[src/rtl/dbs_pkg.sv]
package dbs_pkg;

   typedef enum logic [2:0] {
      XK_HOST = 3'd0,
      XK_RD8  = 3'd1,
      XK_WR8  = 3'd2,
      XK_WR16 = 3'd3,
      XK_WR32 = 3'd4
   } xfer_kind_e;

   typedef enum logic [2:0] {
      ST_ISSUE = 3'd0,
      ST_BUSY  = 3'd1,
      ST_WAIT  = 3'd2,
      ST_DONE  = 3'd3,
      ST_FAIL  = 3'd4
   } boot_state_e;

   typedef struct packed {
      logic        pin_step;
      logic        pin_level;
      xfer_kind_e  kind;
      logic [21:0] addr;
      logic [31:0] data;
      logic [4:0]  wait_ms;
   } boot_step_t;

   localparam logic [7:0]  HC_WAKE     = 8'h00;
   localparam logic [7:0]  HC_XTAL     = 8'h44;
   localparam logic [7:0]  HC_PLL48    = 8'h62;
   localparam logic [7:0]  HC_CORE_RST = 8'h68;
   localparam logic [7:0]  CHIP_ID     = 8'h7C;
   localparam logic [31:0] DLW_CLEAR   = 32'h2600_0007;
   localparam logic [31:0] DLW_END     = 32'h0000_0000;
   localparam int unsigned N_STEPS     = 26;

endpackage

[src/rtl/dbs_ms_timer.sv]
module dbs_ms_timer #(
   parameter int unsigned CLKS_PER_MS = 1000,
   parameter int unsigned MS_W        = 5
) (
   input  logic            clk,
   input  logic            rst_n,
   input  logic            start,
   input  logic [MS_W-1:0] ms,
   output logic            expire
);
   localparam int unsigned PRE_W = (CLKS_PER_MS > 1) ? $clog2(CLKS_PER_MS) : 1;

   logic [MS_W-1:0] left;
   logic            run;
   logic            pre_zero;

   generate
      if (CLKS_PER_MS == 1) begin : g_nopre
         assign pre_zero = 1'b1;
      end else begin : g_pre
         logic [PRE_W-1:0] pre;
         always_ff @(posedge clk or negedge rst_n) begin
            if (!rst_n)
               pre <= '0;
            else if (start)
               pre <= PRE_W'(CLKS_PER_MS - 1);
            else if (run)
               pre <= (pre == '0) ? PRE_W'(CLKS_PER_MS - 1) : pre - 1'b1;
         end
         assign pre_zero = (pre == '0);
      end
   endgenerate

   always_ff @(posedge clk or negedge rst_n) begin
      if (!rst_n) begin
         left <= '0;
         run  <= 1'b0;
      end else if (start) begin
         left <= ms;
         run  <= (ms != '0);
      end else if (run && pre_zero) begin
         left <= left - 1'b1;
         if (left == MS_W'(1)) run <= 1'b0;
      end
   end

   assign expire = run && pre_zero && (left == MS_W'(1));

endmodule

[src/rtl/dbs_step_table.sv]
module dbs_step_table
   import dbs_pkg::*;
#(
   parameter int unsigned IDX_W    = 5,
   parameter logic [21:0] REG_BASE = 22'h30_0000,
   parameter logic [21:0] DL_BASE  = 22'h00_0000,
   parameter logic [15:0] H_CYCLE  = 16'd548,
   parameter logic [15:0] H_OFFSET = 16'd43,
   parameter logic [15:0] H_SIZE   = 16'd480,
   parameter logic [15:0] H_SYNC0  = 16'd0,
   parameter logic [15:0] H_SYNC1  = 16'd41,
   parameter logic [15:0] V_CYCLE  = 16'd292,
   parameter logic [15:0] V_OFFSET = 16'd12,
   parameter logic [15:0] V_SIZE   = 16'd272,
   parameter logic [15:0] V_SYNC0  = 16'd0,
   parameter logic [15:0] V_SYNC1  = 16'd10,
   parameter logic [15:0] PWM_FREQ = 16'd1000,
   parameter logic [15:0] PWM_DUTY = 16'd100,
   parameter logic [15:0] PCLK_DIV = 16'd5,
   parameter logic [15:0] TOUCH_RZ = 16'd1200
) (
   input  logic [IDX_W-1:0] idx,
   input  logic             bl_invert,
   output boot_step_t       step
);
   localparam int unsigned TIMING_FIRST = 7;
   localparam int unsigned TIMING_LAST  = 16;
   localparam logic [15:0] TIMING [10] = '{H_CYCLE, H_OFFSET, H_SIZE, H_SYNC0, H_SYNC1,
                                           V_CYCLE, V_OFFSET, V_SIZE, V_SYNC0, V_SYNC1};

   function automatic logic [21:0] reg_at(int unsigned k);
      return REG_BASE + 22'(4 * k);
   endfunction

   function automatic boot_step_t mk(logic pin, logic lvl, xfer_kind_e k,
                                     logic [21:0] a, logic [31:0] d, logic [4:0] w);
      boot_step_t s;
      s.pin_step  = pin;
      s.pin_level = lvl;
      s.kind      = k;
      s.addr      = a;
      s.data      = d;
      s.wait_ms   = w;
      return s;
   endfunction

   logic [3:0] tsel;
   assign tsel = 4'(idx - IDX_W'(TIMING_FIRST));

   always_comb begin
      case (int'(idx))
         0:  step = mk(1'b1, 1'b0, XK_HOST, '0, '0, 5'd20);
         1:  step = mk(1'b1, 1'b1, XK_HOST, '0, '0, 5'd20);
         2:  step = mk(1'b0, 1'b0, XK_HOST, '0, {24'd0, HC_WAKE}, 5'd20);
         3:  step = mk(1'b0, 1'b0, XK_HOST, '0, {24'd0, HC_XTAL}, 5'd10);
         4:  step = mk(1'b0, 1'b0, XK_HOST, '0, {24'd0, HC_PLL48}, 5'd10);
         5:  step = mk(1'b0, 1'b0, XK_HOST, '0, {24'd0, HC_CORE_RST}, 5'd0);
         6:  step = mk(1'b0, 1'b0, XK_RD8, reg_at(0), '0, 5'd0);
         17: step = mk(1'b0, 1'b0, XK_WR16, reg_at(11), {16'd0, PWM_FREQ}, 5'd0);
         18: step = mk(1'b0, 1'b0, XK_WR16, reg_at(12),
                       bl_invert ? 32'd0 : {16'd0, PWM_DUTY}, 5'd0);
         19: step = mk(1'b0, 1'b0, XK_WR8, reg_at(13), 32'h80, 5'd0);
         20: step = mk(1'b0, 1'b0, XK_WR8, reg_at(14), 32'h80, 5'd0);
         21: step = mk(1'b0, 1'b0, XK_WR32, DL_BASE, DLW_CLEAR, 5'd0);
         22: step = mk(1'b0, 1'b0, XK_WR32, DL_BASE + 22'd4, DLW_END, 5'd0);
         23: step = mk(1'b0, 1'b0, XK_WR32, reg_at(15), 32'd1, 5'd0);
         24: step = mk(1'b0, 1'b0, XK_WR16, reg_at(16), {16'd0, PCLK_DIV}, 5'd0);
         25: step = mk(1'b0, 1'b0, XK_WR16, reg_at(17), {16'd0, TOUCH_RZ}, 5'd0);
         default: begin
            if (int'(idx) >= TIMING_FIRST && int'(idx) <= TIMING_LAST)
               step = mk(1'b0, 1'b0, XK_WR16, REG_BASE + 22'({tsel, 2'b00}) + 22'd4,
                         {16'd0, TIMING[tsel]}, 5'd0);
            else
               step = mk(1'b0, 1'b0, XK_HOST, '0, '0, 5'd0);
         end
      endcase
   end

endmodule

[src/rtl/dbs_boot_seq.sv]
module dbs_boot_seq
   import dbs_pkg::*;
#(
   parameter int unsigned CLKS_PER_MS = 48000,
   parameter int unsigned POLL_LIMIT  = 1024,
   parameter logic [21:0] REG_BASE    = 22'h30_0000,
   parameter logic [21:0] DL_BASE     = 22'h00_0000,
   parameter logic [15:0] H_CYCLE     = 16'd548,
   parameter logic [15:0] H_OFFSET    = 16'd43,
   parameter logic [15:0] H_SIZE      = 16'd480,
   parameter logic [15:0] H_SYNC0     = 16'd0,
   parameter logic [15:0] H_SYNC1     = 16'd41,
   parameter logic [15:0] V_CYCLE     = 16'd292,
   parameter logic [15:0] V_OFFSET    = 16'd12,
   parameter logic [15:0] V_SIZE      = 16'd272,
   parameter logic [15:0] V_SYNC0     = 16'd0,
   parameter logic [15:0] V_SYNC1     = 16'd10,
   parameter logic [15:0] PWM_FREQ    = 16'd1000,
   parameter logic [15:0] PWM_DUTY    = 16'd100,
   parameter logic [15:0] PCLK_DIV    = 16'd5,
   parameter logic [15:0] TOUCH_RZ    = 16'd1200
) (
   input  logic        clk,
   input  logic        rst_n,
   input  logic        bl_invert,
   output logic        pd_n,
   output logic        req,
   output logic [2:0]  kind,
   output logic [21:0] addr,
   output logic [31:0] wdata,
   input  logic        ack,
   input  logic [7:0]  rdata,
   output logic        done,
   output logic        err
);
   localparam int unsigned IDX_W  = $clog2(N_STEPS);
   localparam int unsigned LAST   = N_STEPS - 1;
   localparam int unsigned POLL_W = $clog2(POLL_LIMIT + 1);

   generate
      if (CLKS_PER_MS < 1) begin : g_bad_clk
         $error("CLKS_PER_MS must be at least 1");
      end
      if (POLL_LIMIT < 1) begin : g_bad_poll
         $error("POLL_LIMIT must be at least 1");
      end
   endgenerate

   boot_state_e       state;
   logic [IDX_W-1:0]  idx;
   logic [POLL_W-1:0] polls;
   boot_step_t        step;
   logic              tmr_start;
   logic              tmr_expire;
   logic              last_step;
   logic              id_miss;

   dbs_step_table #(
      .IDX_W(IDX_W), .REG_BASE(REG_BASE), .DL_BASE(DL_BASE),
      .H_CYCLE(H_CYCLE), .H_OFFSET(H_OFFSET), .H_SIZE(H_SIZE),
      .H_SYNC0(H_SYNC0), .H_SYNC1(H_SYNC1),
      .V_CYCLE(V_CYCLE), .V_OFFSET(V_OFFSET), .V_SIZE(V_SIZE),
      .V_SYNC0(V_SYNC0), .V_SYNC1(V_SYNC1),
      .PWM_FREQ(PWM_FREQ), .PWM_DUTY(PWM_DUTY),
      .PCLK_DIV(PCLK_DIV), .TOUCH_RZ(TOUCH_RZ)
   ) u_table (
      .idx       (idx),
      .bl_invert (bl_invert),
      .step      (step)
   );

   dbs_ms_timer #(
      .CLKS_PER_MS(CLKS_PER_MS), .MS_W(5)
   ) u_timer (
      .clk    (clk),
      .rst_n  (rst_n),
      .start  (tmr_start),
      .ms     (step.wait_ms),
      .expire (tmr_expire)
   );

   assign last_step = (idx == IDX_W'(LAST));
   assign id_miss   = (step.kind == XK_RD8) && (rdata != CHIP_ID);
   assign tmr_start = ((state == ST_ISSUE) && step.pin_step) ||
                      ((state == ST_BUSY) && ack && !id_miss && (step.wait_ms != '0));

   always_ff @(posedge clk or negedge rst_n) begin
      if (!rst_n) begin
         state <= ST_ISSUE;
         idx   <= '0;
         polls <= '0;
         pd_n  <= 1'b1;
      end else begin
         case (state)
            ST_ISSUE: begin
               if (step.pin_step) begin
                  pd_n  <= step.pin_level;
                  state <= ST_WAIT;
               end else begin
                  state <= ST_BUSY;
               end
            end
            ST_BUSY: begin
               if (ack) begin
                  if (id_miss) begin
                     if (polls == POLL_W'(POLL_LIMIT - 1)) begin
                        state <= ST_FAIL;
                     end else begin
                        polls <= polls + 1'b1;
                        state <= ST_ISSUE;
                     end
                  end else if (step.wait_ms != '0) begin
                     state <= ST_WAIT;
                  end else if (last_step) begin
                     state <= ST_DONE;
                  end else begin
                     idx   <= idx + 1'b1;
                     state <= ST_ISSUE;
                  end
               end
            end
            ST_WAIT: begin
               if (tmr_expire) begin
                  if (last_step) begin
                     state <= ST_DONE;
                  end else begin
                     idx   <= idx + 1'b1;
                     state <= ST_ISSUE;
                  end
               end
            end
            default: ;
         endcase
      end
   end

   assign req   = (state == ST_BUSY);
   assign kind  = step.kind;
   assign addr  = step.addr;
   assign wdata = step.data;
   assign done  = (state == ST_DONE);
   assign err   = (state == ST_FAIL);

endmodule

[config.mk]
export PLATFORM = sky130hd
export DESIGN_NAME = dbs_boot_seq
export DESIGN_NICKNAME = d
export VERILOG_FILES = /design/src/rtl/dbs_pkg.sv /design/src/rtl/dbs_ms_timer.sv /design/src/rtl/dbs_step_table.sv /design/src/rtl/dbs_boot_seq.sv
export SDC_FILE = /design/constraint.sdc
export NUM_CORES = 1
export LEC_CHECK = 0
export CORE_MARGIN = 3
export CORE_UTILIZATION = 43
export DETAILED_ROUTE_END_ITERATION = 10
export HOLD_SLACK_MARGIN = 0.1
export MAX_ROUTING_LAYER = met4
export PLACE_DENSITY = 0.78
export SLEW_MARGIN = 10
export SYNTH_ARGS = -nofsm -noshare
export SYNTH_HDL_FRONTEND = slang
export SYNTH_SLANG_ARGS = --single-unit
[constraint.sdc]
create_clock -name clk -period 9.7 [get_ports clk]
set_input_delay 1.455 -clock clk [delete_from_list [all_inputs] [get_ports clk]]
set_output_delay 1.455 -clock clk [all_outputs]
set_load 0.01 [all_outputs]
==> metrics.md, run 1 <==
| Metric | Value |
|---|---|
| Gr usage total | `around 17%` |
| Drt initial violations | `between 150 and 200` |
| Area grow syn2layout | `7.92%` |
| Cells after synthesis | `415` |
| Least-Margin Pin Slew | `960 ps` |
| DPL Wire Length | `between 5 and 6 mm` |
| Post-synth top cells | `buf_4, nand2_1, dfrtp_1` |
| Setup-failing EPs final | `0` |
| Vias in the first global route | `around 2,500` |
| Root buffer cell | `clkbuf_8` |
| Area share of fa/ha/maj cells after synthesis | `4.70%` |
| Die area | `0.00916 mm^2` |
| Final Core Density | `48.1%` |
| Final hold violations | `0` |
| Fmax | `187 MHz` |
| Post-Synth Simple-Gate Area | `approximately 25%` |
| 1st-pass router iterations | `4` |
| Final nets | `444` |
| H-tree depth | `2` |
| Dpl cells | `514` |
| Period utilization | `a little over half` |
| Post_cts resized | `0` |
| Design Power | `357 uW` |
| Final slew viol count | `0` |
| Main combinational cell family by area after synthesis | `simple AND/OR/NAND/NOR gates` |
| Share of layout cells above drive strength 1 | `approximately 6.2%` |
| Area of the multi-input gates | `0.00197 mm^2` |
| Post-synth top flop | `dfrtp_1` |
| CP Data Required Time | `8250 ps` |
| Vias per cell | `5.36` |
| GR Util met1 | `22.7%` |
| Gr ovfl total | `0` |
| Clock sink total | `42` |
| Most common cell in the netlist | `buf_4` |
| Ant diodes | `0` |
| Starting Density | `~45%` |
| PwrDens | `95.5 mW/mm^2` |
| TritonCTS buffer count | `5` |
| Sequential fraction of the synthesis area | `a little under a third` |
| Final GP Congestion | `0.908` |
| EDFF count, synth | `0` |
| Worst skew pair latency | `300 ps` |
| Initial antenna violation count | `0` |
| First-pass GRT wire length | `roughly 12 mm` |
| CP Class | `flop to output port` |
| I/O pins | `73` |
| Setup Skew | `10.4 ps` |
| Lkg Pwr | `0.00152 uW` |
| Via count | `2,796` |
| Antenna Violating Nets Remaining | `0` |
| Final Hold Slack | `around 500 ps` |
| Met2 usage | `26.0%` |
| Max_cap viols | `0` |
| Crit start category | `flop` |
| Clock buffer depth | `2` |
| Fin Setup TNS | `0 ps` |
| Fin cells | `~520` |
| Synthesis-stage register bit count | `42` |
| GR peak layer | `met2` |
| FF/Latch Area | `0.00105 mm^2` |
| YS warnings | `0` |
| Count of different cell masters after synthesis | `65` |
| Final min period | `5330 ps` |
| Port Buffers | `39` |
| Row cnt | `32` |
| Mux contribution to synthesized area | `0.940%` |
| Clock transition at the registers of the reported paths | `roughly 90 ps` |
| Slew margin rel. | `36.0%` |
| Fraction of registers with async set/reset | `between 90% and 100%` |
| Netlist Area Pre-Place | `0.00346 mm^2` |
| Syn avg cell area | `8.34 um^2` |
| Core Box Area | `0.00777 mm^2` |
| Crit path capture type | `output port` |
| Status | `finished clean` |
| Synth Area in Compound Gates | `between 10 and 15%` |
| Max Fanout on Critical Path | `14` |
| Routed wire length | `between 7 and 8 mm` |
| DR DRC count | `0` |
| Met3 Track Usage GR | `2.89%` |
| Max VDD drop | `0.0653 mV` |
| Largest net degree at the start of global routing | `43` |
| Synth area leader | `dfrtp_1` |
| Critical Path AT | `3880 ps` |
| Post-CTS Setup Bufs | `0` |
| RSZ-0062 raised after global routing | `no` |
| Die height | `95.7 um` |
| Ranking of synthesized cells by area | `dfrtp_1, buf_4, xnor2_1` |
| Routed WL per cell | `13.9 um` |
| Post-synth top area share | `between 20 and 30%` |
| TritonCTS clock tree | `built` |
| Hold WC Path Type | `flop to flop` |
| Hold_buf cts | `0` |
| Filler instances | `746` |
| XOR/XNOR share of the synthesized area | `8.35%` |
| Die width | `95.7 um` |
power breakdown:
part	leakage, uW	internal [uW]	switching [uW]
Clock	0.0000683	103	63.3
Combinational	0.000980	4.26	10.5
Sequential	0.000472	175	0.275
Total	0.00152	283	74.1
critical path, cell delays in order, from the launching register on:
cell             delay [ps]
dfrtp_1                 550
inv_1                   190
ha_1                    400
mux2_2                  320
o21ai_0                 300
o21a_1                  210
nand4_1                 400
nand2b_1                420
o221ai_1                240
clkdlybuf4s50_1         560
cells in the final DEF, fill, tap and decap left out, types with 6 or more instances in the layout:
cell type,synthesis,layout
o22ai_1,7,7
clkdlybuf4s50_1,0,38
and3_1,6,6
nor2b_1,7,7
inv_1,15,15
xnor2_1,22,22
nand2_1,49,49
nand2b_1,8,8
nand4_1,6,6
ha_1,13,13
dfrtp_1,41,41
nor2_1,28,28
xor2_1,11,11
nor3_1,11,11
nand3_1,11,11
o21ai_0,19,19
conb_1,1,33
a21oi_1,16,16
cell families (layout without fill, tap and decap cells):
family | Yosys count | count (layout)
muxes | 3 | 3
buffers and inverters | 90 | 63
and+or+nand+nor | 159 | 159
other | 1 | 33
AOI/OAI and AO/OA | 74 | 74
DFF | 42 | 42
xor gates and xnor gates | 33 | 33
adders and majority gates | 13 | 13
final timing paths:
check | startpoint | slack [ps] | to | cells after the start
max | idx[0]$_DFFE_PN0P_ | 4370 | wdata[6] | 9
min | polls[8]$_DFFE_PN0P_ | 490 | polls[8]$_DFFE_PN0P_ | 1
max reg2reg | idx[0]$_DFFE_PN0P_ | 6390 | polls[1]$_DFFE_PN0P_ | 7
min reg2reg | polls[8]$_DFFE_PN0P_ | 490 | polls[8]$_DFFE_PN0P_ | 1
max in group asynchronous | rst_n | 7820 | idx[1]$_DFFE_PN0P_ | 1
min in group asynchronous | rst_n | 1290 | u_timer.g_pre.pre[1]$_DFFE_PN0P_ | 1
per-layer routing:
layer	routed length [um]	vias up	part of all wire [%]
met5	0	-	0
met4	58	0	0.80
met3	395	6	5.5
met2	3440	95	48
met1	3340	1340	46
li1	-	1355	-
area by class of cell:
| type | instances | area share [%] |
|---|---|---|
| multi-input combinational | 315 | 52.7 |
| inverter | 15 | 1.51 |
| clock inverter | 3 | 1.84 |
| tap | 102 | 3.42 |
| clock buffer | 5 | 1.84 |
| sequential | 42 | 28.2 |
| timing repair buffer | 40 | 10.5 |
sequential cells by signal (all words and copies together), names as in the netlist:
name and flops:
pd_n 1, u_timer.run 1, u_timer.left 5, idx 5, state 3, polls 11, u_timer.g_pre.pre 16
metrics by stage:
stage | cell area [um^2] | setup slack (ps)
2_1_floorplan | 3580 | 5700
3_3_place_gp | 3600 | 4940
3_5_place_dp | 3600 | 4730
4_1_cts | 3730 | 4390
5_1_grt | 3730 | 4080
6_report | 3730 | 4370
No activity file was read; power rests on OpenSTA's default activity.
==> run 2, diff against run 1 <==
--- a/config.mk
+++ b/config.mk
@@ -10,7 +10,7 @@
 export DETAILED_ROUTE_END_ITERATION = 10
 export HOLD_SLACK_MARGIN = 0.1
 export MAX_ROUTING_LAYER = met4
-export PLACE_DENSITY = 0.78
+export PLACE_DENSITY = 0.81
 export SLEW_MARGIN = 10
 export SYNTH_ARGS = -nofsm -noshare
 export SYNTH_HDL_FRONTEND = slang
==> constraint.sdc (replaced) <==
create_clock -name clk -period 4.3 [get_ports clk]
set_input_delay 0.645 -clock clk [delete_from_list [all_inputs] [get_ports clk]]
set_output_delay 0.645 -clock clk [all_outputs]
set_load 0.01 [all_outputs]
==> metrics.md, run 2 (same netlist as run 1, synthesis figures left out) <==
| Metric | Value |
|---|---|
| Status | `finished clean` |
| Final GP Congestion | `0.977 (+7.6%)` |
| Final Hold Slack | `470 ps (-20.1 ps)` |
| Setup Skew | `6.31 ps (-4.05 ps)` |
| Largest reg by FF count | `u_timer.g_pre.pre` |
| Antenna Violating Nets Remaining | `0 (unchanged)` |
| Hold WC Path Type | `input port to asynchronous set/reset pin` |
| Period utilization | `92.8%` |
| H-tree depth | `2 (unchanged)` |
| Row cnt | `32 (unchanged)` |
| Reg2reg end | `polls[1]$_DFFE_PN0P_` |
| Root buffer cell | `clkbuf_8` |
| Hold_buf cts | `0 (unchanged)` |
| Dpl ws | `534 ps (-4200 ps)` |
| Commonest non-fill, non-tap cells in the layout | `nand2_1, dfrtp_1, clkdlybuf4s50_1` |
| Final hold violations | `0 (unchanged)` |
| Top flop regs | `u_timer.g_pre.pre: 16 flops, polls: 11 flops` |
| Largest net degree at the start of global routing | `43 (unchanged)` |
| Vias in the first global route | `2,675 (+7.6%)` |
| Post-CTS Setup Bufs | `0 (unchanged)` |
| Max_cap viols | `0 (unchanged)` |
| I/O pins | `73 (unchanged)` |
| 1st-pass router iterations | `5 (+1)` |
| Most common cell after layout, fill and taps aside | `nand2_1` |
| Port Buffers | `39 (unchanged)` |
| Routed wire length | `7.22 mm (-0.15%)` |
| PnR worst setup slack | `308 ps (-4060 ps)` |
| Die width | `95.7 um (unchanged)` |
| Final min period | `3990 ps` |
| Crit start category | `flop` |
| Worst skew pair latency | `290 ps (about the same)` |
| Drt initial violations | `194 (+18%)` |
| Routed WL per cell | `13.8 um (-0.34%)` |
| Reg2Reg Setup Slack | `1100 ps (-5290 ps)` |
| Clock transition at the registers of the reported paths | `80 ps (about the same)` |
| Critical Path AT | `3350 ps (-530 ps)` |
| Clock buffer depth | `2 (unchanged)` |
| DPL Wire Length | `5.42 mm (+2.8%)` |
| Via count | `2,834 (+1.4%)` |
| Fin Setup TNS | `0 ps (unchanged)` |
| RSZ-0062 raised after global routing | `no` |
| Starting Density | `44.5% (unchanged)` |
| Gr ovfl total | `0 (unchanged)` |
| Vias per cell | `5.42 (+1.2%)` |
| Gr usage total | `16.7% (+0.048 points)` |
| TritonCTS buffer count | `5 (unchanged)` |
| Area grow syn2layout | `7.34%` |
| Core Box Area | `0.00777 mm^2 (unchanged)` |
| TritonCTS clock tree | `built` |
| First-pass GRT wire length | `12.0 mm (+1.3%)` |
| Final slew viol count | `0 (unchanged)` |
| DR DRC count | `0 (unchanged)` |
| Max reg flops | `16 (unchanged)` |
| Die area | `0.00916 mm^2 (unchanged)` |
| Share of layout cells above drive strength 1 | `6.65% (+0.46 points)` |
| Max Fanout on Critical Path | `14 (unchanged)` |
| Lkg Pwr | `0.00151 uW (-0.43%)` |
| Final nets | `445 (+0.23%)` |
| Ant diodes | `0 (unchanged)` |
| Least-Margin Pin Slew | `911 ps (-49.4 ps)` |
| Die height | `95.7 um (unchanged)` |
| Crit. Startpoint | `idx[0]$_DFFE_PN0P_` |
| Post_cts resized | `0 (unchanged)` |
| CP Data Required Time | `3650 ps (-4600 ps)` |
| Max VDD drop | `0.112 mV (+71%)` |
| PwrDens | `198 mW/mm^2 (+110%)` |
| Fmax | `250 MHz` |
| Critical R2R Launch | `idx[0]$_DFFE_PN0P_` |
| Initial antenna violation count | `0 (unchanged)` |
| Clock sink total | `42 (unchanged)` |
| Setup-failing EPs final | `0 (unchanged)` |
| R2R depth | `7 (unchanged)` |
| CP Class | `flop to output port` |
| Crit path capture type | `output port` |
| Worst setup path endpoint | `wdata[6]` |
| Slew margin rel. | `39.3% (+3.3 points)` |
==> run 2: cell count changes in the layout (fill, tap and decap cells not counted), sizes merged <==
cell	delta
buf	+1
bufinv	-1
clkinv	+1
==> run 2: worst max-delay path: stages (launching register included) <==
cell and delay (ps):
dfrtp_2 480, inv_1 150, ha_1 380, mux2_2 320, o21ai_0 310, o21a_1 210
nand4_1 120, nand2b_1 280, o221ai_1 230, clkdlybuf4s50_1 590
==> run 2: area by class of cell <==
type	count	area [um^2]
sequential	42	1050
fill	746	4050
clock inverter	3	40.0
inverter	15	56.3
multi-input combinational	315	1970
timing repair buffer	41	400
tap	102	128
clock buffer	5	68.8
==> run 2: worst min-delay path by stage <==
stage               depth (start not counted)                                to  slack (ps)            startpoint
floorplan                                   0                idx[0]$_DFFE_PN0P_         350                 rst_n
global placement                            1              polls[8]$_DFFE_PN0P_         450  polls[8]$_DFFE_PN0P_
detailed placement                          1              polls[8]$_DFFE_PN0P_         470  polls[8]$_DFFE_PN0P_
CTS                                         1              polls[8]$_DFFE_PN0P_         480  polls[8]$_DFFE_PN0P_
global route                                1              polls[8]$_DFFE_PN0P_         500  polls[8]$_DFFE_PN0P_
finish                                      1  u_timer.g_pre.pre[0]$_DFFE_PN0P_         470                 rst_n
==> run 2: per-stage QoR <==
step | total power [uW] | utilization [%] | cell area, um^2 | cells
2_1_floorplan | 441 | - | 3580 | 447
3_3_place_gp | 436 | 46.4 | 3600 | 515
3_5_place_dp | 436 | 46.4 | 3600 | 515
4_1_cts | 743 | 47.8 | 3710 | 523
5_1_grt | 768 | 47.8 | 3710 | 523
6_report | 733 | 47.8 | 3710 | 523
==> run 2: routing by layer <==
metal | up-vias | wire, um | GRT usage (%)
li1 | 1362 | - | -
met1 | 1344 | 3100 | 21.3
met2 | 114 | 3520 | 27.0
met3 | 14 | 503 | 2.97
met4 | 0 | 95 | 5.21
met5 | - | 0 | -
==> run 2: power breakdown <==
group | switching (uW) | leakage [uW] | internal [uW]
Combinational | 23.1 | 0.000984 | 9.59
Clock | 134 | 0.0000579 | 171
Sequential | 0.596 | 0.000472 | 395
==> run 3, diff against run 2 <==
--- a/config.mk
+++ b/config.mk
@@ -10,7 +10,7 @@
 export DETAILED_ROUTE_END_ITERATION = 10
 export HOLD_SLACK_MARGIN = 0.1
 export MAX_ROUTING_LAYER = met4
-export PLACE_DENSITY = 0.81
+export PLACE_DENSITY = 0.78
 export SLEW_MARGIN = 10
 export SYNTH_ARGS = -nofsm -noshare
 export SYNTH_HDL_FRONTEND = slang
==> constraint.sdc (replaced) <==
create_clock -name clk -period 4.45 [get_ports clk]
set_input_delay 0.445 -clock clk [delete_from_list [all_inputs] [get_ports clk]]
set_output_delay 0.445 -clock clk [all_outputs]
set_load 0.01 [all_outputs]
==> metrics.md, run 3 (same netlist as run 1, synthesis figures left out) <==
| Metric | Value |
|---|---|
| Status | `finished clean` |
| Antenna Violating Nets Remaining | `0 (unchanged)` |
| Port Buffers | `39 (unchanged)` |
| Final hold violations | `0 (unchanged)` |
| Met3 Track Usage GR | `2.66% (-0.31 points)` |
| Drt initial violations | `224 (+15%)` |
| Gr ovfl total | `0 (unchanged)` |
| Slew margin rel. | `36.7% (-2.6 points)` |
| Root buffer cell | `clkbuf_8` |
| Largest net degree at the start of global routing | `43 (unchanged)` |
| Die width | `95.7 um (unchanged)` |
| TritonCTS buffer count | `5 (unchanged)` |
| Fmax | `244 MHz` |
| Post-CTS Setup Bufs | `0 (unchanged)` |
| Top flop regs | `u_timer.g_pre.pre: 16 flops, polls: 11 flops` |
| Worst skew pair latency | `290 ps (about the same)` |
| Setup-failing EPs final | `0 (unchanged)` |
| Hold WC Path Type | `input port to asynchronous set/reset pin` |
| Clock transition at the registers of the reported paths | `70 ps (about the same)` |
| Final GP Congestion | `0.880 (-9.9%)` |
| Most common cell after layout, fill and taps aside | `nand2_1` |
| I/O pins | `73 (unchanged)` |
| Vias per cell | `5.34 (-1.5%)` |
| Least-Margin Pin Slew | `950 ps (+39.2 ps)` |
| Routed wire length | `7.12 mm (-1.4%)` |
| Commonest non-fill, non-tap cells in the layout | `nand2_1, dfrtp_1, clkdlybuf4s50_1` |
| Clock buffer depth | `2 (unchanged)` |
| Post_cts resized | `0 (unchanged)` |
| Clock sink total | `42 (unchanged)` |
| Final min period | `4100 ps` |
| Reg power frac | `59.1% (+5.1 points)` |
| Die height | `95.7 um (unchanged)` |
| Crit path capture type | `output port` |
| DPL Wire Length | `5.24 mm (-3.2%)` |
| Critical Path AT | `3660 ps (+310 ps)` |
| Die area | `0.00916 mm^2 (unchanged)` |
| Area grow syn2layout | `6.55%` |
| Ant diodes | `0 (unchanged)` |
| CP Class | `flop to output port` |
| CP Data Required Time | `4010 ps (+360 ps)` |
| Gr usage total | `16.1% (-0.61 points)` |
| Fin Setup TNS | `0 ps (unchanged)` |
| Max reg flops | `16 (unchanged)` |
| RSZ-0062 raised after global routing | `no` |
| Hold_buf cts | `0 (unchanged)` |
| Lkg Pwr | `0.00150 uW (-0.83%)` |
| Met2 usage | `25.0% (-2.0 points)` |
| Vias in the first global route | `2,421 (-9.5%)` |
| Reg2Reg Setup Slack | `1070 ps (-30 ps)` |
| Final nets | `445 (unchanged)` |
| Initial antenna violation count | `0 (unchanged)` |
| Fin cells | `523 (unchanged)` |
| Share of layout cells above drive strength 1 | `6.18% (-0.48 points)` |
| Final Core Density | `47.5% (-0.35 points)` |
| Period utilization | `between 90 and 100%` |
| Max VDD drop | `0.120 mV (+7.2%)` |
| Clock power frac | `36.0% (-5.6 points)` |
| PwrDens | `176 mW/mm^2 (-11%)` |
| Max Fanout on Critical Path | `14 (unchanged)` |
| Starting Density | `44.5% (unchanged)` |
| Largest reg by FF count | `u_timer.g_pre.pre` |
| Setup Skew | `13.4 ps (+7.09 ps)` |
| Cell Int Power | `500 uW (-13%)` |
| Dpl cells | `515 (unchanged)` |
| Final slew viol count | `0 (unchanged)` |
| GR peak layer | `met2` |
| Via count | `2,791 (-1.5%)` |
| Switch Pwr | `148 uW (-6.4%)` |
| Core Box Area | `0.00777 mm^2 (unchanged)` |
| Switching share of power | `22.8% (+1.3 points)` |
| H-tree depth | `2 (unchanged)` |
| TritonCTS clock tree | `built` |
| Comb power frac | `4.9% (+0.4 points)` |
| GR Util met1 | `22.0% (+0.64 points)` |
| Max_cap viols | `0 (unchanged)` |
| DR DRC count | `0 (unchanged)` |
| First-pass GRT wire length | `11.5 mm (-3.7%)` |
| 1st-pass router iterations | `5 (unchanged)` |
| Routed WL per cell | `13.6 um (-1.4%)` |
| Crit start category | `flop` |
| Row cnt | `32 (unchanged)` |
-- run 3: cell count changes in the layout (fill, tap and decap cells not counted) --
cell and change:
dfrtp_2 -1, clkbuf_1 +1, dfrtp_1 +1, bufinv_16 -1
-- run 3: cell type report --
cell class | instances | area, um^2
flip-flops and latches | 42 | 1050
clock inverters | 2 | 10.0
clock buffers | 6 | 72.6
repair buffers | 41 | 400
inverters | 15 | 56.3
well taps | 102 | 128
fillers | 723 | 4080
multi-input cells | 315 | 1970
-- run 3: power by group through the flow --
stage,clock (uW),sequential [uW],combinational [uW]
3_3_place_gp,0,390,31.4
2_1_floorplan,0,390,36.0
4_1_cts,241,383,32.0
3_5_place_dp,0,390,32.0
6_report,233,383,31.7
5_1_grt,259,383,37.4
-- run 3: stage by stage --
step	hold slack [ps]	total power [uW]	worst slack, ps	instance area [um^2]
floorplan	149	426	1350	3580
global placement	454	421	907	3600
detailed placement	462	422	709	3600
CTS	320	655	378	3690
global route	365	679	72.3	3690
finish	279	648	346	3690
-- run 3: path summary, 6_finish.rpt --
| path | start | to | cells past startpoint |
|---|---|---|---|
| min | rst_n | polls[1]$_DFFE_PN0P_ | 1 |
| min in group clk | polls[8]$_DFFE_PN0P_ | polls[8]$_DFFE_PN0P_ | 1 |
| max in group asynchronous | rst_n | u_timer.g_pre.pre[12]$_DFFE_PN0P_ | 1 |
| max reg2reg | idx[0]$_DFFE_PN0P_ | polls[1]$_DFFE_PN0P_ | 7 |
| max | idx[0]$_DFFE_PN0P_ | wdata[4] | 10 |
| min reg2reg | polls[8]$_DFFE_PN0P_ | polls[8]$_DFFE_PN0P_ | 1 |
-- run 3: critical path, stage by stage, from the launching register on --
cell,delay (ps)
dfrtp_1,550
inv_1,200
ha_1,400
mux2_2,320
o21ai_0,320
o21a_1,210
nand4_1,100
buf_4,200
nand2b_1,250
o21ai_0,250
clkdlybuf4s50_1,580
-- run 3: layer usage --
| metal | vias up | share of wire [%] |
|---|---|---|
| li1 | 1370 | - |
| met4 | 0 | 0.60 |
| met3 | 4 | 6.0 |
| met1 | 1328 | 46 |
| met5 | - | 0 |
| met2 | 89 | 48 |
